**src/rtl/rq_pkg.sv**
```systemverilog
package rq_pkg;

  // retirement and dispatch are two lanes wide by definition of the block
  localparam int unsigned LANES = 2;

  typedef enum logic [1:0] {
    DST_GPR = 2'd0,
    DST_FPR = 2'd1,
    DST_CNT = 2'd2,
    DST_LNK = 2'd3
  } dst_e;

endpackage

```
**src/rtl/rq_rst_sync.sv**
```systemverilog
module rq_rst_sync (
  input  logic clk_i,
  input  logic rst_ni,
  output logic rst_no
);

  logic [1:0] sync_q;

  always_ff @(posedge clk_i or negedge rst_ni) begin
    if (!rst_ni) begin
      sync_q <= 2'b00;
    end else begin
      sync_q <= {sync_q[0], 1'b1};
    end
  end

  assign rst_no = sync_q[1];

endmodule

```
**src/rtl/rq_slots.sv**
```systemverilog
module rq_slots
  import rq_pkg::*;
#(
  parameter int unsigned DEPTH   = 6,
  parameter int unsigned TAG_W   = 4,
  parameter int unsigned AREG_W  = 5,
  parameter int unsigned CAUSE_W = 4,
  parameter int unsigned NFIN    = 2,
  localparam int unsigned CNT_W  = $clog2(DEPTH + 1)
) (
  input  logic                                  clk_i,
  input  logic                                  rst_ni,
  input  logic                                  flush_i,
  input  logic [1:0]                            ret_n_i,
  input  logic                                  acc_i,
  input  logic [LANES-1:0]                      disp_vld_i,
  input  logic [LANES-1:0][TAG_W-1:0]           disp_tag_i,
  input  logic [LANES-1:0][1:0]                 disp_dst_i,
  input  logic [LANES-1:0][AREG_W-1:0]          disp_areg_i,
  input  logic [NFIN-1:0]                       fin_vld_i,
  input  logic [NFIN-1:0][TAG_W-1:0]            fin_tag_i,
  input  logic [NFIN-1:0]                       fin_exc_i,
  input  logic [NFIN-1:0][CAUSE_W-1:0]          fin_cause_i,
  output logic [DEPTH-1:0]                      vld_o,
  output logic [DEPTH-1:0][TAG_W-1:0]           tag_o,
  output logic [LANES-1:0]                      bot_done_o,
  output logic [LANES-1:0]                      bot_exc_o,
  output logic [LANES-1:0][CAUSE_W-1:0]         bot_cause_o,
  output logic [LANES-1:0][1:0]                 bot_dst_o,
  output logic [LANES-1:0][AREG_W-1:0]          bot_areg_o,
  output logic [CNT_W-1:0]                      cnt_o
);

  localparam int unsigned EXT = DEPTH + 2;

  // registered state: status group is reset, payload group is not
  logic [DEPTH-1:0]               r_vld, r_done, r_exc;
  logic [DEPTH-1:0][CAUSE_W-1:0]  r_cause;
  logic [DEPTH-1:0][TAG_W-1:0]    r_tag;
  logic [DEPTH-1:0][1:0]          r_dst;
  logic [DEPTH-1:0][AREG_W-1:0]   r_areg;

  // state after this cycle's finish reports
  logic [DEPTH-1:0]               u_done, u_exc;
  logic [DEPTH-1:0][CAUSE_W-1:0]  u_cause;

  // padded copies so that a shift by up to two never indexes past the end
  logic [EXT-1:0]                 e_vld, e_done, e_exc;
  logic [EXT-1:0][CAUSE_W-1:0]    e_cause;
  logic [EXT-1:0][TAG_W-1:0]      e_tag;
  logic [EXT-1:0][1:0]            e_dst;
  logic [EXT-1:0][AREG_W-1:0]     e_areg;

  logic [DEPTH-1:0]               n_vld, n_done, n_exc;
  logic [DEPTH-1:0][CAUSE_W-1:0]  n_cause;
  logic [DEPTH-1:0][TAG_W-1:0]    n_tag;
  logic [DEPTH-1:0][1:0]          n_dst;
  logic [DEPTH-1:0][AREG_W-1:0]   n_areg;

  logic [CNT_W-1:0]               cnt, base, pos1;
  logic                           ld_en;

  // occupancy
  always_comb begin
    cnt = '0;
    for (int i = 0; i < DEPTH; i++) begin
      cnt = cnt + CNT_W'(r_vld[i]);
    end
  end

  // finish reports matched against held rename tags
  always_comb begin
    for (int i = 0; i < DEPTH; i++) begin
      u_done[i]  = r_done[i];
      u_exc[i]   = r_exc[i];
      u_cause[i] = r_cause[i];
      for (int p = 0; p < NFIN; p++) begin
        if (fin_vld_i[p] && r_vld[i] && (fin_tag_i[p] == r_tag[i])) begin
          u_done[i] = 1'b1;
          if (fin_exc_i[p]) begin
            u_exc[i]   = 1'b1;
            u_cause[i] = fin_cause_i[p];
          end
        end
      end
    end
  end

  always_comb begin
    for (int i = 0; i < EXT; i++) begin
      if (i < DEPTH) begin
        e_vld[i]   = r_vld[i];
        e_done[i]  = u_done[i];
        e_exc[i]   = u_exc[i];
        e_cause[i] = u_cause[i];
        e_tag[i]   = r_tag[i];
        e_dst[i]   = r_dst[i];
        e_areg[i]  = r_areg[i];
      end else begin
        e_vld[i]   = 1'b0;
        e_done[i]  = 1'b0;
        e_exc[i]   = 1'b0;
        e_cause[i] = '0;
        e_tag[i]   = '0;
        e_dst[i]   = '0;
        e_areg[i]  = '0;
      end
    end
  end

  // append positions: first free slot after the retiring entries leave
  assign base  = cnt - CNT_W'(ret_n_i);
  assign pos1  = base + CNT_W'(disp_vld_i[0]);
  assign ld_en = acc_i | (ret_n_i != 2'd0);

  // next state: shift down by the retire count, append, then flush
  always_comb begin
    for (int i = 0; i < DEPTH; i++) begin
      n_vld[i]   = 1'b0;
      n_done[i]  = 1'b0;
      n_exc[i]   = 1'b0;
      n_cause[i] = u_cause[i];
      n_tag[i]   = r_tag[i];
      n_dst[i]   = r_dst[i];
      n_areg[i]  = r_areg[i];
      for (int r = 0; r < 3; r++) begin
        if ((ret_n_i == 2'(r)) && e_vld[i + r]) begin
          n_vld[i]   = 1'b1;
          n_done[i]  = e_done[i + r];
          n_exc[i]   = e_exc[i + r];
          n_cause[i] = e_cause[i + r];
          n_tag[i]   = e_tag[i + r];
          n_dst[i]   = e_dst[i + r];
          n_areg[i]  = e_areg[i + r];
        end
      end
      if (acc_i && disp_vld_i[0] && (CNT_W'(i) == base)) begin
        n_vld[i]   = 1'b1;
        n_done[i]  = 1'b0;
        n_exc[i]   = 1'b0;
        n_cause[i] = '0;
        n_tag[i]   = disp_tag_i[0];
        n_dst[i]   = disp_dst_i[0];
        n_areg[i]  = disp_areg_i[0];
      end
      if (acc_i && disp_vld_i[1] && (CNT_W'(i) == pos1)) begin
        n_vld[i]   = 1'b1;
        n_done[i]  = 1'b0;
        n_exc[i]   = 1'b0;
        n_cause[i] = '0;
        n_tag[i]   = disp_tag_i[1];
        n_dst[i]   = disp_dst_i[1];
        n_areg[i]  = disp_areg_i[1];
      end
      if (flush_i) begin
        n_vld[i]  = 1'b0;
        n_done[i] = 1'b0;
        n_exc[i]  = 1'b0;
      end
    end
  end

  always_ff @(posedge clk_i or negedge rst_ni) begin
    if (!rst_ni) begin
      r_vld   <= '0;
      r_done  <= '0;
      r_exc   <= '0;
      r_cause <= '0;
    end else begin
      r_vld   <= n_vld;
      r_done  <= n_done;
      r_exc   <= n_exc;
      r_cause <= n_cause;
    end
  end

  always_ff @(posedge clk_i) begin
    if (ld_en) begin
      r_tag  <= n_tag;
      r_dst  <= n_dst;
      r_areg <= n_areg;
    end
  end

  assign vld_o = r_vld;
  assign tag_o = r_tag;
  assign cnt_o = cnt;

  for (genvar k = 0; k < LANES; k++) begin : g_bot
    assign bot_done_o[k]  = r_done[k];
    assign bot_exc_o[k]   = r_exc[k];
    assign bot_cause_o[k] = r_cause[k];
    assign bot_dst_o[k]   = r_dst[k];
    assign bot_areg_o[k]  = r_areg[k];
  end

endmodule

```
**src/rtl/rq_retire.sv**
```systemverilog
module rq_retire
  import rq_pkg::*;
#(
  parameter int unsigned TAG_W     = 4,
  parameter int unsigned AREG_W    = 5,
  parameter int unsigned CAUSE_W   = 4,
  parameter int unsigned ADDR_W    = 32,
  parameter logic [ADDR_W-1:0] VEC_BASE = 32'h0000_0800,
  parameter int unsigned VEC_SHIFT = 8
) (
  input  logic [LANES-1:0]               vld_i,
  input  logic [LANES-1:0]               done_i,
  input  logic [LANES-1:0]               exc_i,
  input  logic [LANES-1:0][CAUSE_W-1:0]  cause_i,
  input  logic [LANES-1:0][TAG_W-1:0]    tag_i,
  input  logic [LANES-1:0][1:0]          dst_i,
  input  logic [LANES-1:0][AREG_W-1:0]   areg_i,
  output logic [LANES-1:0]               cm_vld_o,
  output logic [LANES-1:0][TAG_W-1:0]    cm_tag_o,
  output logic [LANES-1:0][AREG_W-1:0]   cm_areg_o,
  output logic [LANES-1:0]               gpr_we_o,
  output logic [LANES-1:0]               fpr_we_o,
  output logic [LANES-1:0]               cnt_we_o,
  output logic [LANES-1:0]               lnk_we_o,
  output logic [1:0]                     ret_n_o,
  output logic                           flush_o,
  output logic                           flush_at1_o,
  output logic                           redir_vld_o,
  output logic [ADDR_W-1:0]              redir_addr_o
);

  logic ok0, ok1, bad0, bad1;
  logic [CAUSE_W-1:0] sel_cause;

  assign ok0  = vld_i[0] & done_i[0] & ~exc_i[0];
  assign bad0 = vld_i[0] & done_i[0] &  exc_i[0];
  assign ok1  = ok0 & vld_i[1] & done_i[1] & ~exc_i[1];
  assign bad1 = ok0 & vld_i[1] & done_i[1] &  exc_i[1];

  assign flush_o     = bad0 | bad1;
  assign flush_at1_o = bad1;
  assign ret_n_o     = {ok1, ok0 & ~ok1};
  assign cm_vld_o    = {ok1, ok0};

  assign sel_cause    = bad0 ? cause_i[0] : cause_i[1];
  assign redir_vld_o  = flush_o;
  assign redir_addr_o = VEC_BASE + (ADDR_W'(sel_cause) << VEC_SHIFT);

  for (genvar k = 0; k < LANES; k++) begin : g_lane
    assign cm_tag_o[k]  = tag_i[k];
    assign cm_areg_o[k] = areg_i[k];
    assign gpr_we_o[k]  = cm_vld_o[k] & (dst_e'(dst_i[k]) == DST_GPR);
    assign fpr_we_o[k]  = cm_vld_o[k] & (dst_e'(dst_i[k]) == DST_FPR);
    assign cnt_we_o[k]  = cm_vld_o[k] & (dst_e'(dst_i[k]) == DST_CNT);
    assign lnk_we_o[k]  = cm_vld_o[k] & (dst_e'(dst_i[k]) == DST_LNK);
  end

endmodule

```
**src/rtl/cmpl_queue.sv**
```systemverilog
module cmpl_queue
  import rq_pkg::*;
#(
  parameter int unsigned DEPTH     = 6,
  parameter int unsigned TAG_W     = 4,
  parameter int unsigned AREG_W    = 5,
  parameter int unsigned CAUSE_W   = 4,
  parameter int unsigned NFIN      = 2,
  parameter int unsigned ADDR_W    = 32,
  parameter logic [ADDR_W-1:0] VEC_BASE = 32'h0000_0800,
  parameter int unsigned VEC_SHIFT = 8
) (
  input  logic                             clk_i,
  input  logic                             rst_ni,
  input  logic [1:0]                       disp_vld_i,
  input  logic [1:0][TAG_W-1:0]            disp_tag_i,
  input  logic [1:0][1:0]                  disp_dst_i,
  input  logic [1:0][AREG_W-1:0]           disp_areg_i,
  output logic                             disp_stall_o,
  input  logic [NFIN-1:0]                  fin_vld_i,
  input  logic [NFIN-1:0][TAG_W-1:0]       fin_tag_i,
  input  logic [NFIN-1:0]                  fin_exc_i,
  input  logic [NFIN-1:0][CAUSE_W-1:0]     fin_cause_i,
  output logic [1:0]                       cm_vld_o,
  output logic [1:0][TAG_W-1:0]            cm_tag_o,
  output logic [1:0][AREG_W-1:0]           cm_areg_o,
  output logic [1:0]                       gpr_we_o,
  output logic [1:0]                       fpr_we_o,
  output logic [1:0]                       cnt_we_o,
  output logic [1:0]                       lnk_we_o,
  output logic                             redir_vld_o,
  output logic [ADDR_W-1:0]                redir_addr_o,
  output logic [DEPTH-1:0]                 fl_free_o,
  output logic [DEPTH-1:0][TAG_W-1:0]      fl_free_tag_o
);

  localparam int unsigned CNT_W = $clog2(DEPTH + 1);

  logic                           rst_sync_n;
  logic [DEPTH-1:0]               q_vld;
  logic [DEPTH-1:0][TAG_W-1:0]    q_tag;
  logic [CNT_W-1:0]               q_cnt;
  logic [LANES-1:0]               b_done, b_exc;
  logic [LANES-1:0][CAUSE_W-1:0]  b_cause;
  logic [LANES-1:0][1:0]          b_dst;
  logic [LANES-1:0][AREG_W-1:0]   b_areg;
  logic [1:0]                     ret_n;
  logic                           flush, flush_at1;
  logic [CNT_W-1:0]               req_n, free_n;
  logic                           acc;

  rq_rst_sync u_rst (
    .clk_i  (clk_i),
    .rst_ni (rst_ni),
    .rst_no (rst_sync_n)
  );

  // dispatch admission: all requested lanes or none
  assign req_n        = CNT_W'(disp_vld_i[0]) + CNT_W'(disp_vld_i[1]);
  assign free_n       = CNT_W'(DEPTH) - q_cnt;
  assign disp_stall_o = flush | (req_n > free_n);
  assign acc          = (|disp_vld_i) & ~disp_stall_o;

  rq_slots #(
    .DEPTH   (DEPTH),
    .TAG_W   (TAG_W),
    .AREG_W  (AREG_W),
    .CAUSE_W (CAUSE_W),
    .NFIN    (NFIN)
  ) u_slots (
    .clk_i       (clk_i),
    .rst_ni      (rst_sync_n),
    .flush_i     (flush),
    .ret_n_i     (ret_n),
    .acc_i       (acc),
    .disp_vld_i  (disp_vld_i),
    .disp_tag_i  (disp_tag_i),
    .disp_dst_i  (disp_dst_i),
    .disp_areg_i (disp_areg_i),
    .fin_vld_i   (fin_vld_i),
    .fin_tag_i   (fin_tag_i),
    .fin_exc_i   (fin_exc_i),
    .fin_cause_i (fin_cause_i),
    .vld_o       (q_vld),
    .tag_o       (q_tag),
    .bot_done_o  (b_done),
    .bot_exc_o   (b_exc),
    .bot_cause_o (b_cause),
    .bot_dst_o   (b_dst),
    .bot_areg_o  (b_areg),
    .cnt_o       (q_cnt)
  );

  rq_retire #(
    .TAG_W     (TAG_W),
    .AREG_W    (AREG_W),
    .CAUSE_W   (CAUSE_W),
    .ADDR_W    (ADDR_W),
    .VEC_BASE  (VEC_BASE),
    .VEC_SHIFT (VEC_SHIFT)
  ) u_retire (
    .vld_i        (q_vld[1:0]),
    .done_i       (b_done),
    .exc_i        (b_exc),
    .cause_i      (b_cause),
    .tag_i        (q_tag[1:0]),
    .dst_i        (b_dst),
    .areg_i       (b_areg),
    .cm_vld_o     (cm_vld_o),
    .cm_tag_o     (cm_tag_o),
    .cm_areg_o    (cm_areg_o),
    .gpr_we_o     (gpr_we_o),
    .fpr_we_o     (fpr_we_o),
    .cnt_we_o     (cnt_we_o),
    .lnk_we_o     (lnk_we_o),
    .ret_n_o      (ret_n),
    .flush_o      (flush),
    .flush_at1_o  (flush_at1),
    .redir_vld_o  (redir_vld_o),
    .redir_addr_o (redir_addr_o)
  );

  // cancelled entries release their rename tags in the flush cycle
  for (genvar i = 0; i < DEPTH; i++) begin : g_free
    if (i == 0) begin : g_head
      assign fl_free_o[i] = flush & q_vld[i] & ~flush_at1;
    end else begin : g_rest
      assign fl_free_o[i] = flush & q_vld[i];
    end
    assign fl_free_tag_o[i] = q_tag[i];
  end

endmodule

```
**config.mk**
```make
export PLATFORM = sky130hd
export DESIGN_NAME = cmpl_queue
export DESIGN_NICKNAME = d
export VERILOG_FILES = /design/src/rtl/rq_pkg.sv /design/src/rtl/rq_rst_sync.sv /design/src/rtl/rq_slots.sv /design/src/rtl/rq_retire.sv /design/src/rtl/cmpl_queue.sv
export SDC_FILE = /design/constraint.sdc
export NUM_CORES = 1
export LEC_CHECK = 0
export BUFFER_PORTS_ARGS = -buffer_cell sky130_fd_sc_hd__buf_4
export CAP_MARGIN = 10
export CORE_MARGIN = 1
export CORE_UTILIZATION = 40
export CTS_CLUSTER_DIAMETER = 50
export DETAILED_ROUTE_END_ITERATION = 10
export PLACE_DENSITY = 0.71
export SETUP_SLACK_MARGIN = 0.05
export SLEW_MARGIN = 20
export SYNTH_ARGS = -nofsm -noshare
export SYNTH_HDL_FRONTEND = slang
export SYNTH_SLANG_ARGS = --single-unit
```
**constraint.sdc**
```tcl
create_clock -name clk_i -period 11.8 [get_ports clk_i]
set_input_delay 1.77 -clock clk_i [delete_from_list [all_inputs] [get_ports clk_i]]
set_output_delay 1.77 -clock clk_i [all_outputs]
set_load 0.03 [all_outputs]
```
**Word level (Yosys, flattened, before mapping)**

Cells that the tools add are included.

- Bits in registers: 110
- Input bits: 46
- Output and inout bits: 92
- Word-level logic and storage cells: 419

- Add/subtract/negate cells: 10
- Order comparisons: 1
- Equality and inequality tests: 31
- Mux-type cells: 244
- Bitwise logic cells: 32
- Reduce and logical (&&, ||, !) cells: 72

Operators with widths:

| kind | number |
|---|---|
| $mux W4 | 67 |
| $mux W1 | 135 |
| $mux W5 | 21 |
| $logic_and A1 B1 Y1 | 53 |
| $eq A4 B4 Y1 | 12 |
| $mux W2 | 21 |
| $and A1 B1 Y1 | 24 |
| $reduce_bool A4 Y1 | 4 |
| $add A3 B1 Y3 | 5 |
| $add A12 B12 Y13 const A | 1 |
| $eq A2 B3 Y1 const A | 4 |
| $eq A3 B3 Y1 const A | 4 |
| $reduce_and A2 Y1 | 6 |
| $eq A2 B2 Y1 const B | 5 |
| $ne A8 B6 Y1 const B | 1 |
| $eq A1 B3 Y1 const A | 2 |
| $eq A2 B1 Y1 const B | 3 |
| $logic_not A2 Y1 | 3 |
| $logic_not A3 Y1 | 2 |
| $not A1 Y1 | 5 |
| $add A1 B1 Y2 | 2 |
| $reduce_bool A2 Y1 | 2 |
| $gt A2 B3 Y1 | 1 |
| $or A1 B1 Y1 | 3 |
| 4 further kinds | 4 |

**Logic depth before layout (Yosys ltp)**

- Depth after elaboration: 15
- Depth in mapped cells: 15

**By module**

A second synthesis with hierarchy kept.

- Cells, all modules: 988
- Area total of the unflattened synthesis: 8505.7 µm²

Modules (own cells, without submodules):

| module | times used | cells an instance | area an instance (µm²) |
|---|---|---|---|
| rq_slots | 1 | 886 | 7693.6 |
| rq_retire | 1 | 76 | 588.1 |
| cmpl_queue | 1 | 23 | 170.2 |
| rq_rst_sync | 1 | 3 | 53.8 |

**Least setup slack after synthesis**

OpenSTA, ideal clock, no wires.

- Path type: register -> output
- Start: register u_slots.r_vld[1], in the netlist u_slots.vld_o[1]
- End: output disp_stall_o
- Arrival: 3713 ps
- Setup slack: 6317 ps
- Stages on the path, launching flop included: 13
- Cells stage by stage: dfrtp_1 > ha_1 > inv_1 > fa_1 > fa_1 > fa_1 > inv_1 > ha_1 > ha_1 > nor2b_1 > o211a_1 > nor2_2 > clkinv_1

- Longest elaborated chain between the ends: 8
- Elaborated cells between the ends (all ways): 12

RTL lines:

| element | RTL line | text |
|---|---|---|
| start, declared | rq_slots.sv:37 | `logic [DEPTH-1:0] r_vld, r_done, r_exc;` |
| start signal, assigned | rq_slots.sv:170 | `r_vld <= n_vld;` |
| $add A1 B1 Y2 | rq_slots.sv:67 | `cnt = cnt + CNT_W'(r_vld[i]);` |
| $add A3 B1 Y3 (4 in a row) | rq_slots.sv:67 |  |
| $sub A3 B3 Y3 | cmpl_queue.sv:60 | `assign free_n = CNT_W'(DEPTH) - q_cnt;` |
| $gt A2 B3 Y1 | cmpl_queue.sv:61 | `assign disp_stall_o = flush \| (req_n > free_n);` |
| $or A1 B1 Y1 (*) | cmpl_queue.sv:61 |  |
| end, declared | cmpl_queue.sv:19 | `output logic disp_stall_o,` |

Every way passes the cells marked *; elsewhere a longest branch is shown, timed or not.

**Final worst setup path**

- Start: register u_slots.r_vld[0], in the netlist u_slots.vld_o[0]
- End: output disp_stall_o

Same word-level chain as after synthesis.

==> impl_metrics.tcl <==
set metrics [dict create \
    synth.ff_latch_count 110 \
    initial_utilization_pct 41.42 \
    ys_top_cells_by_area "edfxtp_1 24%, dfrtp_1 13%, nand2_1 6.3%" \
    synth_cell_types 68 \
    cts_buffers 9 \
    area.growth.synth_to_final_pct 12.42 \
    grt_max_degree 43 \
    worst_slew_margin_rel_pct 30.63 \
    wire_per_inst_um 20.26 \
    timing.setup.critical_path_class "flop to primary output" \
    unrepaired_setup_endpoints_after_global_routing "no" \
    ant_nets 0 \
    tritoncts "done" \
    place_area_mm2 0.008901 \
    clk_transition_reported_paths_ns 0.07 \
    num-fill-cells 1927 \
    first_iter_violations 891 \
    die_area_mm2 0.02099 \
    drcViolationCount 0 \
    finalWirelength_mm 26.04 \
    synth.cells.most_frequent "137 x nand2_1, 79 x o21ai_0, 77 x nor2_1" \
    critical_path.n_buffers_inverters 4 \
    grt_pass1_wl_mm 40.31 \
    cts_setup_buffers 0 \
    place.detailed.hpwl_mm 19.13 \
    postLayoutCellArea_mm2 0.009183 \
    clk-insertion-delay-late_ns 0.36 \
    drt_first_pass_iters 6 \
    clock-skew-final_ns 0.006212 \
    maxClockFrequency_ghz 0.1576 \
    synth_largest_type_area_fraction_pct 24.26 \
    run_status "completed" \
    final.period_utilization_pct 53.76 \
    rows 51 \
    cts_repair_resize_count 0 \
    shortest_clock_period_the_worst_path_allows_after_layout_ns 6.344 \
    synth_area_per_cell_um2 8.508 \
    end_kind "primary output" \
    layout-drive-gt1-share_pct 16.76 \
    routabilityCongestion 0.9421 \
    cts_root_buffer "clkbuf_16" \
    synth-edff-count 66 \
    core_area_mm2 0.01972 \
    smallest_setup_slack_after_layout_ns 5.456 \
    critical_path.cell_chain "ha_1 > inv_1 > fa_1 > fa_1 > fa_1 > inv_1 > ha_1 > ha_1 > nor2b_1 > o211a_1 > nor2_2 > clkinv_1 > buf_4" \
    setup.worst_path.start_class "flop" \
    netlist_area_mm2 0.008168 \
    timing.final.setup_violations 0 \
    timing_worst_slew_pin_value_ns 1.031 \
    antenna_found_initial 0 \
    yosysTopAreaCell "edfxtp_1" \
    cts_max_path_buffers 2 \
    path_max_fanout 10 \
    synth_sequential_area_ratio_pct 37.75 \
    floorplan.die.width_um 144.9 \
    clock_sinks 110 \
    critical_path_required_ns 10.03 \
    hold_viol_final 0 \
    post-synth-top-count-cell "nand2_1" \
    yosys_most_used_dff "edfxtp_1" \
    syn-instance-count 960 \
    grt_util_all_layers_pct 25.60 \
    routed-via-count 7528 \
    ctsHoldBuffers 0 \
    async_reset_ff_share_pct 40.00 \
    critical_path.max_stage_delay_ns 0.59 \
    input_output_buffers 110 \
    num_io_pins 138 \
    hold_path.class "flop to flop" \
    antennaDiodeCount 0 \
    grt_pass1_vias 7249 \
    timing.setup.tns_ns 0 \
    critPathSlowestCell "fa_1" \
    num-nets-final 1074 \
    htree_num_levels 3 \
    arrival_ns 4.57 \
    drv.max_cap_violation_count 0 \
    post-place-ws_ns 5.843 \
    whs_ns 0.3531 \
    routed_via_density 5.858 \
    timing.final.max_slew_violations 0 \
    fp.dieH_um 144.9 \
    synth_warnings 0 \
    globalRoute.totalOverflow 0 \
    critical-path-top-delay-family "adder cells" \
]
## flip-flops by register name (all words and copies together) (netlist names)
signal,count
u_rst.sync_q,2
u_slots.bot_areg_o,10
u_slots.bot_cause_o,8
u_slots.bot_dst_o,4
u_slots.e_areg,20
u_slots.e_dst,8
u_slots.r_cause,16
u_slots.r_done,6
u_slots.r_exc,6
u_slots.tag_o,24
u_slots.vld_o,6
## layout make-up
class / instances / area [µm²] / share of cell area (%)
clock buffers: 9 / 225.2 / 2.453
clock inverters: 7 / 56.30 / 0.6132
inverters: 29 / 108.9 / 1.185
multi-input cells: 747 / 4491 / 48.90
flip-flops and latches: 110 / 3084 / 33.59
well taps: 265 / 331.6 / 3.611
repair buffers: 118 / 885.9 / 9.647
## layout by cell type (no fill, tap or decap), types with 10 or more instances in the layout
master / netlist / final
a211oi_1: 11 / 11
a21oi_1: 30 / 30
a31oi_1: 17 / 17
and3_1: 14 / 14
buf_4: 50 / 118
conb_1: 2 / 28
dfrtp_1: 44 / 43
edfxtp_1: 66 / 66
inv_1: 27 / 27
mux2_2: 17 / 17
mux2i_1: 33 / 33
nand2_1: 137 / 137
nand2b_1: 10 / 10
nand3_1: 64 / 64
nand4_1: 10 / 10
nor2_1: 77 / 77
nor2b_1: 10 / 10
nor3_1: 33 / 31
nor4_1: 13 / 13
o21ai_0: 79 / 77
o31ai_1: 11 / 11
or3_1: 11 / 11
xnor2_1: 32 / 32
xor2_1: 14 / 14
## layer usage
| metal | global-route usage, % | share of wire, % | vias to the layer above |
|---|---|---|---|
| met4 | 11.19 | 3.7 | 0 |
| met5 | 0 | 0 | - |
| met1 | 33.15 | 40 | 3607 |
| li1 | - | - | 3487 |
| met3 | 4.146 | 8.1 | 63 |
| met2 | 42.08 | 48 | 371 |
## worst paths after layout
kind | from | endpoint | slack [ns] | depth (start not counted)
worst max-delay path | u_slots.vld_o[0] | disp_stall_o | 5.46 | 13
worst max register to register | u_slots.vld_o[0] | u_slots.e_areg[11] | 6.22 | 14
worst min-delay path | u_rst.sync_q[0] | u_rst.sync_q[1] | 0.35 | 0
max in group asynchronous | rst_ni | u_rst.sync_q[1] | 10.53 | 1
worst min register to register | u_rst.sync_q[0] | u_rst.sync_q[1] | 0.35 | 0
min in group asynchronous | u_rst.sync_q[1] | u_slots.bot_cause_o[2] | 0.44 | 0
## logic make-up after synthesis
group	after synthesis	synth area share, %
AND/OR/NAND/NOR	407	23.65
adder cells (fa/ha/maj)	13	2.359
multiplexers	50	6.388
AO/OA/AOI/OAI	202	15.95
XOR/XNOR	47	5.224
buffers and inverters	129	8.594
flip-flops	110	37.75
other	2	0.09195
## metrics by stage
step           std cells  util, %
2_1_floorplan        986        -
3_3_place_gp        1269    45.14
3_5_place_dp        1269    45.14
4_1_cts             1285    46.57
5_1_grt             1285    46.57
6_report            1285    46.57
Power is left out: the tool's default activity adds up to more than one toggle a clock period on the data nets, which glitch-free logic cannot reach.
